## src/rtl/refsw_pkg.sv

```systemverilog
package refsw_pkg;

  typedef enum logic {
    PICK_REF1 = 1'b0,
    PICK_REF2 = 1'b1
  } ref_pick_e;

  typedef struct packed {
    logic auto_en;
    logic hold_ref2;
    logic src_pin;
    logic reg_pick;
  } swo_ctrl_t;

endpackage

```

## src/rtl/refsw_sync.sv

```systemverilog
module refsw_sync #(
  parameter int WIDTH  = 3,
  parameter int STAGES = 2
) (
  input  logic             clk,
  input  logic             rst_n,
  input  logic [WIDTH-1:0] async_in,
  output logic [WIDTH-1:0] sync_out
);

  logic [WIDTH-1:0] stage_q [STAGES];

  genvar s;
  generate
    for (s = 0; s < STAGES; s++) begin : g_stage
      if (s == 0) begin : g_first
        always_ff @(posedge clk) begin
          if (!rst_n) stage_q[0] <= '0;
          else        stage_q[0] <= async_in;
        end
      end else begin : g_next
        always_ff @(posedge clk) begin
          if (!rst_n) stage_q[s] <= '0;
          else        stage_q[s] <= stage_q[s-1];
        end
      end
    end
  endgenerate

  assign sync_out = stage_q[STAGES-1];

endmodule

```

## src/rtl/refsw_monitor.sv

```systemverilog
module refsw_monitor #(
  parameter int LOSS_RUN   = 3,
  parameter int RETURN_RUN = 4,
  parameter int ARM_EDGES  = 2
) (
  input  logic clk,
  input  logic rst_n,
  input  logic ref1_lvl,
  input  logic ref2_lvl,
  output logic ref1_edge,
  output logic ref2_edge,
  output logic lost,
  output logic sw_done,
  output logic sw_to_ref2
);

  localparam int RUN_W = $clog2(LOSS_RUN + 1);
  localparam int RET_W = $clog2(RETURN_RUN + 1);
  localparam int ARM_W = $clog2(ARM_EDGES + 1);

  // REF2 run length: a REF1 edge restarts it, a simultaneous REF2 edge counts after it
  function automatic logic [RUN_W-1:0] run_next(input logic [RUN_W-1:0] cur,
                                                input logic e1, input logic e2);
    if (e1)                                      return e2 ? RUN_W'(1) : '0;
    else if (e2 && (cur < RUN_W'(LOSS_RUN)))     return cur + RUN_W'(1);
    else                                         return cur;
  endfunction

  function automatic logic [RET_W-1:0] ret_next(input logic [RET_W-1:0] cur, input logic hit);
    return hit ? ((cur < RET_W'(RETURN_RUN)) ? cur + RET_W'(1) : cur) : cur;
  endfunction

  logic ref1_prev_q, ref2_prev_q;
  always_ff @(posedge clk) begin
    if (!rst_n) begin
      ref1_prev_q <= 1'b0;
      ref2_prev_q <= 1'b0;
    end else begin
      ref1_prev_q <= ref1_lvl;
      ref2_prev_q <= ref2_lvl;
    end
  end
  assign ref1_edge = ref1_lvl & ~ref1_prev_q;
  assign ref2_edge = ref2_lvl & ~ref2_prev_q;

  logic [RUN_W-1:0] run_q, run_d;
  logic [RET_W-1:0] ret_q, ret_d;
  logic [ARM_W-1:0] arm_q, arm_d;
  logic             lost_q, lost_d;
  logic             pend_q, pend_d;
  logic             tgt_q, tgt_d;
  logic             run_hit, lost_evt, ret_evt;

  always_comb begin
    run_d    = run_next(run_q, ref1_edge, ref2_edge);
    run_hit  = (run_d == RUN_W'(LOSS_RUN)) && (run_q != RUN_W'(LOSS_RUN));
    lost_evt = run_hit && !lost_q;
    ret_evt  = lost_q && !run_hit && ref1_edge && (ret_q == RET_W'(RETURN_RUN - 1));

    if (!lost_q || run_hit || ret_evt) ret_d = '0;
    else                                ret_d = ret_next(ret_q, ref1_edge);

    lost_d = lost_q;
    if (lost_evt)     lost_d = 1'b1;
    else if (ret_evt) lost_d = 1'b0;

    pend_d     = pend_q;
    tgt_d      = tgt_q;
    arm_d      = arm_q;
    sw_done    = 1'b0;
    sw_to_ref2 = tgt_q;
    if (lost_evt || ret_evt) begin
      pend_d = 1'b1;
      tgt_d  = lost_evt;
      arm_d  = ARM_W'(ARM_EDGES);
    end else if (pend_q && ref2_edge) begin
      if (arm_q == ARM_W'(1)) begin
        sw_done = 1'b1;
        pend_d  = 1'b0;
        arm_d   = '0;
      end else begin
        arm_d = arm_q - ARM_W'(1);
      end
    end
  end

  always_ff @(posedge clk) begin
    if (!rst_n) begin
      run_q  <= '0;
      ret_q  <= '0;
      arm_q  <= '0;
      lost_q <= 1'b0;
      pend_q <= 1'b0;
      tgt_q  <= 1'b0;
    end else begin
      run_q  <= run_d;
      ret_q  <= ret_d;
      arm_q  <= arm_d;
      lost_q <= lost_d;
      pend_q <= pend_d;
      tgt_q  <= tgt_d;
    end
  end

  assign lost = lost_q;

  a_r4_run_bounded: assert property (@(posedge clk) disable iff (!rst_n)
    run_q <= RUN_W'(LOSS_RUN));

  a_r4_lost_rises_on_ref2: assert property (@(posedge clk) disable iff (!rst_n)
    ($past(rst_n) && $rose(lost_q)) |-> $past(ref2_edge));

  a_r7_lost_falls_on_ref1: assert property (@(posedge clk) disable iff (!rst_n)
    ($past(rst_n) && $fell(lost_q)) |-> $past(ref1_edge));

  a_r8_return_count_bounded: assert property (@(posedge clk) disable iff (!rst_n)
    ret_q < RET_W'(RETURN_RUN));

endmodule

```

## src/rtl/refsw_selector.sv

```systemverilog
module refsw_selector
  import refsw_pkg::*;
(
  input  logic      clk,
  input  logic      rst_n,
  input  swo_ctrl_t ctrl,
  input  logic      pin_pick,
  input  logic      ref2_edge,
  input  logic      sw_done,
  input  logic      sw_to_ref2,
  output ref_pick_e pick,
  output logic      pick_chg
);

  function automatic ref_pick_e manual_pick(input swo_ctrl_t c, input logic pin);
    return ref_pick_e'(c.src_pin ? pin : c.reg_pick);
  endfunction

  function automatic ref_pick_e auto_pick(input ref_pick_e cur, input logic done,
                                          input logic to2, input logic hold);
    if (!done)    return cur;
    else if (to2) return PICK_REF2;
    else if (hold) return cur;
    else          return PICK_REF1;
  endfunction

  ref_pick_e pick_q, pick_d;
  logic      chg_q;

  always_comb begin
    if (ctrl.auto_en) pick_d = auto_pick(pick_q, sw_done, sw_to_ref2, ctrl.hold_ref2);
    else              pick_d = manual_pick(ctrl, pin_pick);
  end

  always_ff @(posedge clk) begin
    if (!rst_n) begin
      pick_q <= PICK_REF1;
      chg_q  <= 1'b0;
    end else begin
      pick_q <= pick_d;
      chg_q  <= (pick_d != pick_q);
    end
  end

  assign pick     = pick_q;
  assign pick_chg = chg_q;

  a_r6_auto_change_after_ref2: assert property (@(posedge clk) disable iff (!rst_n)
    ($past(rst_n) && $past(ctrl.auto_en) && (pick_q != $past(pick_q))) |-> $past(ref2_edge));

  a_r2_reg_select: assert property (@(posedge clk) disable iff (!rst_n)
    ($past(rst_n) && $past(!ctrl.auto_en && !ctrl.src_pin)) |-> (pick_q == ref_pick_e'($past(ctrl.reg_pick))));

endmodule

```

## src/rtl/refclk_switchover.sv

```systemverilog
module refclk_switchover
  import refsw_pkg::*;
#(
  parameter int SYNC_STAGES = 2,
  parameter int LOSS_RUN    = 3,
  parameter int RETURN_RUN  = 4,
  parameter int ARM_EDGES   = 2
) (
  input  logic clk,
  input  logic rst_n,
  input  logic ref1_in,
  input  logic ref2_in,
  input  logic auto_en,
  input  logic revert_hold,
  input  logic man_src_pin,
  input  logic man_reg_sel,
  input  logic sel_pin,
  output logic sel_ref2,
  output logic sel_change,
  output logic ref1_lost
);

  localparam int N_ASYNC = 3;

  logic [N_ASYNC-1:0] async_bus, sync_bus;
  logic      ref1_edge, ref2_edge, sw_done, sw_to_ref2, lost;
  swo_ctrl_t ctrl;
  ref_pick_e pick;
  logic      pick_chg;

  assign async_bus = {sel_pin, ref2_in, ref1_in};

  assign ctrl.auto_en   = auto_en;
  assign ctrl.hold_ref2 = revert_hold;
  assign ctrl.src_pin   = man_src_pin;
  assign ctrl.reg_pick  = man_reg_sel;

  refsw_sync #(.WIDTH(N_ASYNC), .STAGES(SYNC_STAGES)) u_sync (
    .clk      (clk),
    .rst_n    (rst_n),
    .async_in (async_bus),
    .sync_out (sync_bus)
  );

  refsw_monitor #(.LOSS_RUN(LOSS_RUN), .RETURN_RUN(RETURN_RUN), .ARM_EDGES(ARM_EDGES)) u_mon (
    .clk        (clk),
    .rst_n      (rst_n),
    .ref1_lvl   (sync_bus[0]),
    .ref2_lvl   (sync_bus[1]),
    .ref1_edge  (ref1_edge),
    .ref2_edge  (ref2_edge),
    .lost       (lost),
    .sw_done    (sw_done),
    .sw_to_ref2 (sw_to_ref2)
  );

  refsw_selector u_sel (
    .clk        (clk),
    .rst_n      (rst_n),
    .ctrl       (ctrl),
    .pin_pick   (sync_bus[2]),
    .ref2_edge  (ref2_edge),
    .sw_done    (sw_done),
    .sw_to_ref2 (sw_to_ref2),
    .pick       (pick),
    .pick_chg   (pick_chg)
  );

  assign sel_ref2   = (pick == PICK_REF2);
  assign sel_change = pick_chg;
  assign ref1_lost  = lost;

  a_r11_pulse_marks_change: assert property (@(posedge clk) disable iff (!rst_n)
    ($past(rst_n) && (sel_ref2 != $past(sel_ref2))) |-> sel_change);

  a_r11_no_idle_pulse: assert property (@(posedge clk) disable iff (!rst_n)
    ($past(rst_n) && (sel_ref2 == $past(sel_ref2))) |-> !sel_change);

  a_r1_quiet_after_reset: assert property (@(posedge clk) disable iff (!rst_n)
    !$past(rst_n) |-> (!sel_ref2 && !sel_change && !ref1_lost));

endmodule

```

## config.mk

```make
export PLATFORM = sky130hd
export DESIGN_NAME = refclk_switchover
export DESIGN_NICKNAME = d
export VERILOG_FILES = /design/src/rtl/refsw_pkg.sv /design/src/rtl/refsw_sync.sv /design/src/rtl/refsw_monitor.sv /design/src/rtl/refsw_selector.sv /design/src/rtl/refclk_switchover.sv
export SDC_FILE = /design/constraint.sdc
export NUM_CORES = 1
export LEC_CHECK = 0
export CAP_MARGIN = 10
export CORE_UTILIZATION = 51
export DETAILED_ROUTE_END_ITERATION = 7
export PLACE_DENSITY = 0.76
export SETUP_SLACK_MARGIN = 0.3
export SLEW_MARGIN = 40
export SYNTH_ARGS = -nofsm -noshare
export SYNTH_HDL_FRONTEND = slang
export SYNTH_SLANG_ARGS = --single-unit
```

## constraint.sdc

```tcl
create_clock -name clk -period 2.2 [get_ports clk]
set_input_delay 0.44 -clock clk [delete_from_list [all_inputs] [get_ports clk]]
set_output_delay 0.44 -clock clk [all_outputs]
set_load 0.05 [all_outputs]
```

==> results.ini <==
[worst_setup_path]
crit_path_end = u_sel.pick_chg
r2r_start = u_mon.run_q[0]
end_kind = flop
rrSetupSlack_ns = 0.37
path_max_fanout = 4
cp-start-kind = flop
r2r_end = u_sel.pick_chg
cp.arrival_ns = 2.03
critPathLaunch = u_mon.run_q[0]
crit_type = flop to flop
critPathRequiredTime_ns = 2.40
reg2reg_depth = 6

[sta]
timing.hold.ws_ns = 0.443
final-setup-viol-count = 0
fmax_mhz = 546
maxSlewHeadroom_pct = 66.8
fin_crit_sh_pct = 83.3
period_needed_ns = 1.83
finalHoldViolCount = 0
finalMaxSlewViolations = 0
fin_worst_skew_ns = 0.00343
tns_ns = 0
tightest_slew_ns = 0.498
grt_setup_unrepaired = no

[cells_and_area]
layout.cells.non_filler = 117
regArea_um2 = 383
final_common_cell = dfxtp_1
fin_util_pct = 67.5
drive_gt1_share_pct = 13.9
nFillCells = 115
num-nets-final = 115
area_growth_pct = 23.9
final_cell_mix = 17 x dfxtp_1, 8 x and2_1, 8 x clkdlybuf4s50_1, 7 x nand2_1, 5 x a21oi_1
multi_input_area_um2 = 447
num_antenna_cells = 0

[clocking]
root_buffer = clkbuf_4
cts_tree = yes
htree_levels = 1
clk_latency_ns = 0.30
clock_sinks = 19
ctsHoldBuffers = 0
cts_buffers = 3
clk_pin_slew_ns = 0.11
ctsLongestPathBuffers = 2

[detailed_routing]
antenna_left = 0
post-route-drc-count = 0
routedWlPerCell_um = 11.9
vias = 640
via_per_inst = 5.47
wl_mm = 1.40
dr.pass1.iters = 5
drt_iter0_drc = 10

[synth]
syn_nets = 97
ys_seq_area_share_pct = 46.3
synthFlopType = dfxtp_1
netlist_instances = 84
yosys.cell_types.count = 29
async_flop_share_pct = 0
ys_seq_elements = 19
postSynthAreaPerCell_um2 = 9.77
synthesis.area_um2 = 821
synth_edf_count = 0
synth_warnings = 0

[floorplan]
core_area_um2 = 1510
pin_count = 12
dieArea_um2 = 1770
rows = 14
die-height_um = 42.1
start_util_pct = 54.5
die_w_um = 42.1

[power]
power.density_nw_per_um2 = 580
leakagePower_nw = 0.415
vdd_ir_drop_max_uv = 323
power_mw = 0.590

[grt]
grt_pass1_wl_mm = 2.33
grtUsageTotal_pct = 17.3
overflow = 0
grt_max_degree = 18
antenna_found_initial = 0
grt_pass1_vias = 578

[min_path]
min_from = u_sync.stage_q[0][2]
hp-class = flop to flop

[placement]
dpl.hpwl_um = 989
gp_congestion = 0.728
dp.cells = 110
io_buffers = 11

[outcome]
status = finished, final reports clean

[job]
max-cap-violations = 0

-- worst min path at each step --
stage,to,slack (ns),cells past startpoint
finish,u_sync.stage_q[1][2],0.44,1
global route,u_sync.stage_q[1][0],0.47,1
CTS,u_sync.stage_q[1][2],0.45,1
detailed placement,u_sync.stage_q[1][2],0.42,1
global placement,u_sync.stage_q[1][2],0.42,1
floorplan,u_sync.stage_q[1][0],0.41,1
-- cells in the mapped netlist, drive strengths merged (2+ instances only) --
library cell	number	area, um^2
inv	2	7.51
nor2	4	15.0
dfxtp	19	380
ha	4	50.1
nand2b	4	25.0
nor2b	4	25.0
o21ai	4	20.0
a21oi	5	25.0
mux2i	2	20.0
a21boi	4	30.0
and3b	2	21.3
nand2	7	26.3
and2	8	50.1
-- power breakdown --
group / internal, mW / switching (mW) / total [mW]
sequential: 0.354 / 0.00500 / 0.359
clock: 0.0678 / 0.107 / 0.175
combinational: 0.0304 / 0.0260 / 0.0563
-- per-stage QoR --
stage               setup slack (ns)  cell area, um^2
floorplan                      0.476              821
global placement               0.429              947
detailed placement             0.369              947
CTS                            0.332              972
global route                   0.310             1020
finish                         0.367             1020
-- per-layer routing --
metal	GRT usage [%]	wire [um]
met5	0	0
met4	7.50	20
met3	3.88	81
met1	20.3	617
met2	30.0	678
-- registers in the layout, summed over array words and instances, names as in the netlist --
| name | cells |
|---|---|
| u_mon.run_q | 2 |
| u_sync.stage_q | 6 |
| u_sel.pick | 1 |
| u_mon.ref1_prev_q | 1 |
| u_mon.ret_q | 3 |
| u_mon.sw_to_ref2 | 1 |
| u_sel.pick_chg | 1 |
| u_mon.ref2_prev_q | 1 |
| u_mon.arm_q | 2 |
| u_mon.pend_q | 1 |
-- cell families (layout without fill, tap and decap cells) --
group                      count (synthesis)  after routing  synth area share [%]
and+or+nand+nor                           37             37                  28.2
muxes                                      2              2                  2.44
adders and majority gates                  4              4                  6.10
DFF                                       19             19                  46.3
xor gates and xnor gates                   1              1                  1.07
buffers and inverters                      3             20                  1.37
AOI/OAI and AO/OA                         18             18                  14.5
-- worst max-delay path, cell delays in order, from the launching register on --
cell      delay, ns
dfxtp_2        0.35
ha_4           0.26
and4bb_1       0.18
a31oi_1        0.06
o41a_1         0.46
nor3b_2        0.18
o221a_1        0.24
-- what timing repair did --
item,in CTS,in global routing
resized for setup,2,5
pin swaps,0,1
hold endpoints to repair,0,0
endpoints found under the setup margin,2,2
buffers inserted,0,3
-- cell type report --
| class | instances | share of cell area, % |
|---|---|---|
| clock buffers | 3 | 2.21 |
| flip-flops and latches | 19 | 37.6 |
| repair buffers | 14 | 13.0 |
| well taps | 16 | 1.97 |
| multi-input cells | 62 | 43.9 |
| clock inverters | 1 | 0.492 |
| inverters | 2 | 0.738 |
Power figures use the tool's default switching activity.
